## src/rtl/vcfg_pkg.sv

```systemverilog
package vcfg_pkg;
  localparam int FW = 5;
  localparam int CW = 4;
  localparam int MAX_FLD = 8;

  function automatic logic [CW-1:0] type_code(input int idx);
    case (idx)
      0: return 4'b1000;
      1: return 4'b1001;
      2: return 4'b1010;
      3: return 4'b0001;
      4: return 4'b0010;
      5: return 4'b0011;
      6: return 4'b1011;
      7: return 4'b0100;
      default: return 4'b0000;
    endcase
  endfunction

  function automatic logic [CW-1:0] width_code(input int idx);
    case (idx)
      0: return 4'b1000;
      1, 3: return 4'b1001;
      2, 4: return 4'b1010;
      5, 6: return 4'b1011;
      7: return 4'b1100;
      default: return 4'b0000;
    endcase
  endfunction
endpackage

```

## src/rtl/vcfg_word_check.sv

```systemverilog
module vcfg_word_check
  import vcfg_pkg::*;
#(
  parameter int NFLD = 6,
  parameter int WORD_W = 32,
  parameter logic [MAX_FLD-1:0] TYPE_EN = '1
) (
  input  logic [WORD_W-1:0] word_i,
  output logic              legal_o,
  output logic              zero_o
);
  localparam int USED_W = NFLD * FW;

  logic          rsvd_bad;
  logic          order_bad;
  logic          type_bad;
  logic [FW-1:0] prev;
  logic [FW-1:0] fld;

  assign rsvd_bad = |word_i[WORD_W-1:USED_W];
  assign zero_o   = (word_i == '0);

  always_comb begin
    order_bad = 1'b0;
    type_bad  = 1'b0;
    prev      = '0;
    for (int i = 0; i < NFLD; i++) begin
      fld = word_i[i*FW +: FW];
      if (fld != '0) begin
        if (fld <= prev) order_bad = 1'b1;
        if (!TYPE_EN[i]) type_bad = 1'b1;
        prev = fld;
      end
    end
  end

  assign legal_o = !(rsvd_bad || order_bad || type_bad);
endmodule

```

## src/rtl/vcfg_reg_map.sv

```systemverilog
module vcfg_reg_map
  import vcfg_pkg::*;
#(
  parameter int NFLD = 6,
  parameter int NREG = 32
) (
  input  logic [NFLD*FW-1:0] fields_i,
  output logic [NREG*CW-1:0] width_o,
  output logic [NREG*CW-1:0] type_o
);
  for (genvar r = 0; r < NREG; r++) begin : g_reg
    logic [CW-1:0] w_c;
    logic [CW-1:0] t_c;
    logic [FW-1:0] f;
    always_comb begin
      w_c = '0;
      t_c = '0;
      // lowest field whose top covers r owns it (fields are increasing)
      for (int i = NFLD - 1; i >= 0; i--) begin
        f = fields_i[i*FW +: FW];
        if (f != '0 && f >= FW'(r)) begin
          w_c = width_code(i);
          t_c = type_code(i);
        end
      end
    end
    assign width_o[r*CW +: CW] = w_c;
    assign type_o[r*CW +: CW]  = t_c;
  end
endmodule

```

## src/rtl/vcfg_alloc_expander.sv

```systemverilog
module vcfg_alloc_expander
  import vcfg_pkg::*;
#(
  parameter bit WIDE = 1'b0,
  parameter int NREG = 32,
  parameter int MVL_W = 8,
  parameter logic [MAX_FLD-1:0] TYPE_EN = '1,
  localparam int NFLD = WIDE ? 8 : 6,
  localparam int WORD_W = WIDE ? 64 : 32
) (
  input  logic              clk_i,
  input  logic              rst_ni,
  input  logic              req_i,
  input  logic [WORD_W-1:0] word_i,
  input  logic [MVL_W-1:0]  mvl_i,
  input  logic              op_i,
  output logic              cfg_we_o,
  output logic              npred_clr_o,
  output logic              illegal_o,
  output logic              unconfig_o,
  output logic              op_illegal_o,
  output logic [MVL_W-1:0]  mvl_o,
  output logic [NREG*CW-1:0] width_o,
  output logic [NREG*CW-1:0] type_o
);
  logic               legal;
  logic               is_zero;
  logic [NREG*CW-1:0] width_d;
  logic [NREG*CW-1:0] type_d;
  logic               cfg_we_q;
  logic               illegal_q;
  logic               unconfig_q;
  logic [MVL_W-1:0]   mvl_q;
  logic [NREG*CW-1:0] width_q;
  logic [NREG*CW-1:0] type_q;

  vcfg_word_check #(.NFLD(NFLD), .WORD_W(WORD_W), .TYPE_EN(TYPE_EN)) u_check (
    .word_i (word_i),
    .legal_o(legal),
    .zero_o (is_zero)
  );

  vcfg_reg_map #(.NFLD(NFLD), .NREG(NREG)) u_map (
    .fields_i(word_i[NFLD*FW-1:0]),
    .width_o (width_d),
    .type_o  (type_d)
  );

  always_ff @(posedge clk_i or negedge rst_ni) begin
    if (!rst_ni) begin
      cfg_we_q   <= 1'b0;
      illegal_q  <= 1'b0;
      unconfig_q <= 1'b1;
      mvl_q      <= '0;
      width_q    <= '0;
      type_q     <= '0;
    end else begin
      cfg_we_q  <= req_i && legal;
      illegal_q <= req_i && !legal;
      if (req_i && legal) begin
        width_q    <= width_d;
        type_q     <= type_d;
        unconfig_q <= is_zero;
        mvl_q      <= is_zero ? '0 : mvl_i;
      end
    end
  end

  assign cfg_we_o     = cfg_we_q;
  assign npred_clr_o  = cfg_we_q;
  assign illegal_o    = illegal_q;
  assign unconfig_o   = unconfig_q;
  assign op_illegal_o = op_i && unconfig_q;
  assign mvl_o        = mvl_q;
  assign width_o      = width_q;
  assign type_o       = type_q;
endmodule

```

## config.mk

```make
export PLATFORM = sky130hd
export DESIGN_NAME = vcfg_alloc_expander
export DESIGN_NICKNAME = d
export VERILOG_FILES = /design/src/rtl/vcfg_pkg.sv /design/src/rtl/vcfg_word_check.sv /design/src/rtl/vcfg_reg_map.sv /design/src/rtl/vcfg_alloc_expander.sv
export SDC_FILE = /design/constraint.sdc
export NUM_CORES = 1
export LEC_CHECK = 0
export ABC_AREA = 1
export BUFFER_PORTS_ARGS = -buffer_cell sky130_fd_sc_hd__buf_4
export CAP_MARGIN = 10
export CORE_MARGIN = 5
export CORE_UTILIZATION = 53
export CTS_CLUSTER_SIZE = 28
export DETAILED_ROUTE_END_ITERATION = 12
export PLACE_DENSITY = 0.91
export SYNTH_ARGS = -nofsm -noshare
export SYNTH_HDL_FRONTEND = slang
export SYNTH_SLANG_ARGS = --single-unit
```

## constraint.sdc

```tcl
create_clock -name clk_i -period 0.8 [get_ports clk_i]
set_input_delay 0.04 -clock clk_i [delete_from_list [all_inputs] [get_ports clk_i]]
set_output_delay 0.04 -clock clk_i [all_outputs]
set_load 0.1 [all_outputs]
```

==> impl_metrics.env, run 1 <==
export IMPL_synth_edf_count=0
export IMPL_cts_htree_levels=4
export IMPL_worstEndpointType="register input"
export IMPL_grt_use_total_pct=68.1
export IMPL_tool_error="[ERROR GRT-0232] Routing congestion too high. Check the congestion heatmap in the GUI."
export IMPL_cts_buffers=17
export IMPL_grt_overflow_total=95
export IMPL_routabilityCongestion=1.25
export IMPL_synth_area_top_cells="dfrtp_1 (32%), nand2_1 (17%), nand4_1 (9.4%)"
export IMPL_clockBufferDepth=2
export IMPL_ys_ff_latch=139
export IMPL_die_w_um=152
export IMPL_fp_dieH_um=152
export IMPL_synth_main_ff_cell="dfrtp_1"
export IMPL_io_pins=313
export IMPL_cts_sinks=139
export IMPL_async_flop_share_pct=100
export IMPL_synth_top_cell_by_area="dfrtp_1"
export IMPL_syn_instance_count=1607
export IMPL_dpl_instance_area_um2=14700
export IMPL_ys_types=35
export IMPL_syn_avg_cell_area_um2=6.64
export IMPL_place_worst_setup_slack_ns=-2.10
export IMPL_grt_worst_endpoint="type_o[75]$_DFFE_PN0P_/D"
export IMPL_grt_max_degree=63
export IMPL_yosysWarnings=0
export IMPL_cts_root_buf="clkbuf_16"
export IMPL_io_buffers=248
export IMPL_status="did not finish"
export IMPL_ys_seq_area_share_pct=32.6
export IMPL_initial_core_util_pct=53.3
export IMPL_rows=52
export IMPL_netlist_area_um2=10700
export IMPL_stop_stage="5_1_grt"
export IMPL_synth_top_area_share_pct=32.3
export IMPL_place_hpwl_mm=33.4
## synth_stat cells, drive strengths merged, types with 2 or more instances
library cell / count
ha: 22
o22ai: 2
a31oi: 7
o21ai: 84
dfrtp: 138
nor2: 148
o221ai: 2
a22oi: 2
inv: 202
buf: 180
nand4: 160
clkbuf: 30
a21boi: 8
o31ai: 2
a21oi: 102
or2: 3
nor3: 12
nand3: 21
nand2: 475
## kinds of logic after synthesis
family          Yosys count  share of synthesized area, %
simple gates            821                          34.0
other cells               1                        0.0351
compound gates          211                          10.4
fa+ha+maj                22                          2.58
flops                   139                          32.6
buf+inv                 413                          20.4
## metrics by stage
stage / cells / setup TNS (ns) / hold slack [ns] / util (%)
4_1_cts: 2359 / -276.83 / 0.0150 / 79.8
3_5_place_dp: 2289 / -282.57 / -0.0798 / 73.3
3_3_place_gp: 2289 / -248.50 / -0.0863 / 73.3
2_1_floorplan: 1670 / -237.10 / -0.256 / -
## metal layers
metal  overflow  track usage (%)
met1          1             66.6
met3          0             52.1
met4         43             66.4
met5          0             18.6
met2         51             87.7
## repair_timing
| action | in CTS |
|---|---|
| hold buffers | 9 |
| gates cloned | 6 |
| gates resized for setup | 81 |
| endpoints found under the setup margin | 344 |
| setup buffers | 23 |
| pin swaps | 25 |
| hold endpoints to repair | 147 |
==> run 2, diff against run 1 <==
Settings changed: CORE_UTILIZATION 53 to 40, CTS_CLUSTER_SIZE 28 to default, PLACE_DENSITY 0.91 to default, PLACE_DENSITY_LB_ADDON from default to 0.15.
==> run 2 against run 1 <==
  * The flow now finishes, with violations (setup timing)
  * Synthesized area unchanged
  * Synthesized cell count unchanged
==> impl_metrics.env, run 2 <==
export IMPL_synthXorXnorAreaFrac_pct=0
export IMPL_yosysWarnings=0
export IMPL_grt_overflow_total=0
export IMPL_leakage_nw=9.78
export IMPL_dpl_instance_area_um2=15000
export IMPL_cts_sinks=139
export IMPL_final_cell_mix="buf_4 (426), nand2_1 (413), buf_12 (212)"
export IMPL_io_pins=313
export IMPL_violations="setup timing"
export IMPL_vias=13500
export IMPL_async_flop_share_pct=100
export IMPL_synth_area_top_cells="dfrtp_1 (32%), nand2_1 (17%), nand4_1 (9.4%)"
export IMPL_vdd_ir_drop_worst_mv=1.80
export IMPL_area_growth_pct=82.2
export IMPL_period_share_pct=301
export IMPL_place_inst=2394
export IMPL_synth_main_ff_cell="dfrtp_1"
export IMPL_synth_edf_count=0
export IMPL_insertion_delay_ns=0.44
export IMPL_vias_per_cell=5.39
export IMPL_final_util_pct=74.2
export IMPL_place_worst_setup_slack_ns=-2.13
export IMPL_cts_htree_levels=4
export IMPL_instances_no_fill=2508
export IMPL_crit_fanout=32
export IMPL_drt_iter0_markers=1447
export IMPL_rows=59
export IMPL_syn_instance_count=1607
export IMPL_ant_nets=0
export IMPL_syn_avg_cell_area_um2=6.64
export IMPL_die_w_um=173
export IMPL_firstDrtPassIters=7
export IMPL_cts_tree="built"
export IMPL_cp_slowest_stage_delay_ns=0.31
export IMPL_p_per_area_nw_per_um2=1750
export IMPL_initial_core_util_pct=40.7
export IMPL_rsz0062_at_grt="yes"
export IMPL_hold_ws_ns=0.0762
export IMPL_io_buffers=248
export IMPL_synthAdderAreaFrac_pct=2.58
export IMPL_clockBufferDepth=2
export IMPL_routabilityCongestion=0.978
export IMPL_fp_dieH_um=173
export IMPL_synth_simple_area_share_pct=34.0
export IMPL_netlist_area_um2=10700
export IMPL_fin_skew_ns=0
export IMPL_min_delay_path_class="input pin to asynchronous set/reset pin"
export IMPL_nets=2226
export IMPL_stdcell_area_um2=19500
export IMPL_worst_setup_path_type="input pin to flip-flop"
export IMPL_clk_pin_slew_ns=0.07
export IMPL_synthMuxAreaShare_pct=0
export IMPL_hold_viol=0
export IMPL_fill_cells=1882
export IMPL_cts_root_buf="clkbuf_16"
export IMPL_critPathTopFamily="simple AND/OR/NAND/NOR gates"
export IMPL_synth_compound_area_share_pct=10.4
export IMPL_clock_fmax_ghz=0.415
export IMPL_seq_area_um2=3820
export IMPL_end_kind="flip-flop"
export IMPL_synth_most_common_cell="nand2_1"
export IMPL_drc=0
export IMPL_fin_ws_ns=-1.61
export IMPL_critical_path_buf_inv_count=3
export IMPL_grt_pass1_wl_mm=73.5
export IMPL_ys_top_cells_by_count="nand2_1 (473), inv_1 (196), nand4_1 (160)"
export IMPL_grt_pass1_vias=12500
export IMPL_cp_required_ns=1.16
export IMPL_die_area_um2=30100
export IMPL_ys_seq_area_share_pct=32.6
export IMPL_n_antenna_cell=0
export IMPL_cpMostUsedCell="nand2_1"
export IMPL_grt_max_degree=65
export IMPL_setup_tns_ns=-285.45
export IMPL_antenna_found_initial=0
export IMPL_grt_use_total_pct=31.4
export IMPL_maxSlewViolCount=0
export IMPL_place_hpwl_mm=36.8
export IMPL_cts_buffers=17
export IMPL_crit_slowest_cell="ha_1"
export IMPL_synth_top_family_by_area="simple AND/OR/NAND/NOR gates"
export IMPL_min_period_ns=2.41
export IMPL_cap_viol_max_count=0
export IMPL_startpoint_type="input pin"
export IMPL_largest_register_ffs=96
export IMPL_tightestPinTransition_ns=0.622
export IMPL_cp_arrival_ns=2.77
export IMPL_status="finished, violations left"
export IMPL_synth_top_area_share_pct=32.3
export IMPL_ys_ff_latch=139
export IMPL_synth_top_cell_by_area="dfrtp_1"
export IMPL_multiInputGateArea_um2=5580
export IMPL_core_um2=26200
export IMPL_drive_gt1_share_pct=43.3
export IMPL_relSlewSlack_pct=58.1
export IMPL_routedWlPerCell_um=22.3
export IMPL_crit_chain="buf_8 -> nor2_4 -> nand3_4 -> nand2_2 -> nand2_4 -> o21ai_4 -> a21oi_2 -> nand2_1 -> o21ai_1 -> ha_1 -> nand4_1 -> o221ai_2 -> o21ai_1 -> nand2_1 -> nand2_2 -> nor2_4 -> buf_4 -> clkbuf_16 -> nand4_1 -> nand2_1"
export IMPL_final_common_cell="buf_4"
export IMPL_detail_route_wirelength_mm=56.1
export IMPL_total_power_mw=34.1
export IMPL_ys_types=35
export IMPL_setup_violations=344
-- run 2: cell counts after synthesis --
Identical to the previous run, type by type.
-- run 2: path summary, 6_finish.rpt --
| kind | start | end | slack, ns | cells after the start |
|---|---|---|---|---|
| worst max register to register | width_o[89] | width_o[89] | -0.10 | 3 |
| worst min-delay path | rst_ni | width_o[31] | 0.08 | 2 |
| worst max-delay path | word_i[9] | type_o[83] | -1.61 | 20 |
| min in group clk_i | req_i | type_o[15] | 0.10 | 4 |
| worst min register to register | type_o[11] | type_o[11] | 0.50 | 2 |
| max in group asynchronous | rst_ni | unconfig_o | 0.19 | 3 |
-- run 2: report_power, final --
part           internal, mW  switching (mW)  total [mW]  leakage, nW
Clock                  4.43            3.95        8.38        0.276
Combinational          5.59            11.3        16.9         7.83
Sequential             7.88           0.942        8.82         1.67
-- run 2: cells by family after synthesis --
family / count (synthesis)
flops: 139
buf+inv: 413
simple gates: 821
compound gates: 211
other cells: 1
fa+ha+maj: 22
-- run 2: layout make-up --
class / count / area share [%]
timing repair buffer: 681 / 42.5
clock buffer: 18 / 2.21
inverter: 203 / 4.04
clock inverter: 14 / 0.772
tap: 335 / 2.15
multi-input combinational: 1118 / 28.7
sequential: 139 / 19.6
-- run 2: timing repair --
| action | in CTS | in global routing |
|---|---|---|
| resized for setup | 105 | 609 |
| pin swaps | 16 | 8 |
| setup buffers | 20 | 37 |
| hold buffers | 9 | 0 |
| hold endpoints to repair | 146 | 0 |
| cloned | 12 | 4 |
| endpoints found under the setup margin | 344 | 344 |
-- run 2: per-layer routing --
layer / GRT usage (%) / up-vias / part of all wire [%]
met3: 6.50 / 153 / 8.4
met1: 41.3 / 6473 / 39
met2: 52.4 / 763 / 48
met5: 0 / - / 0
li1: - / 6121 / -
met4: 8.91 / 0 / 4.3
Note: power is estimated with default switching activity, not from simulation.
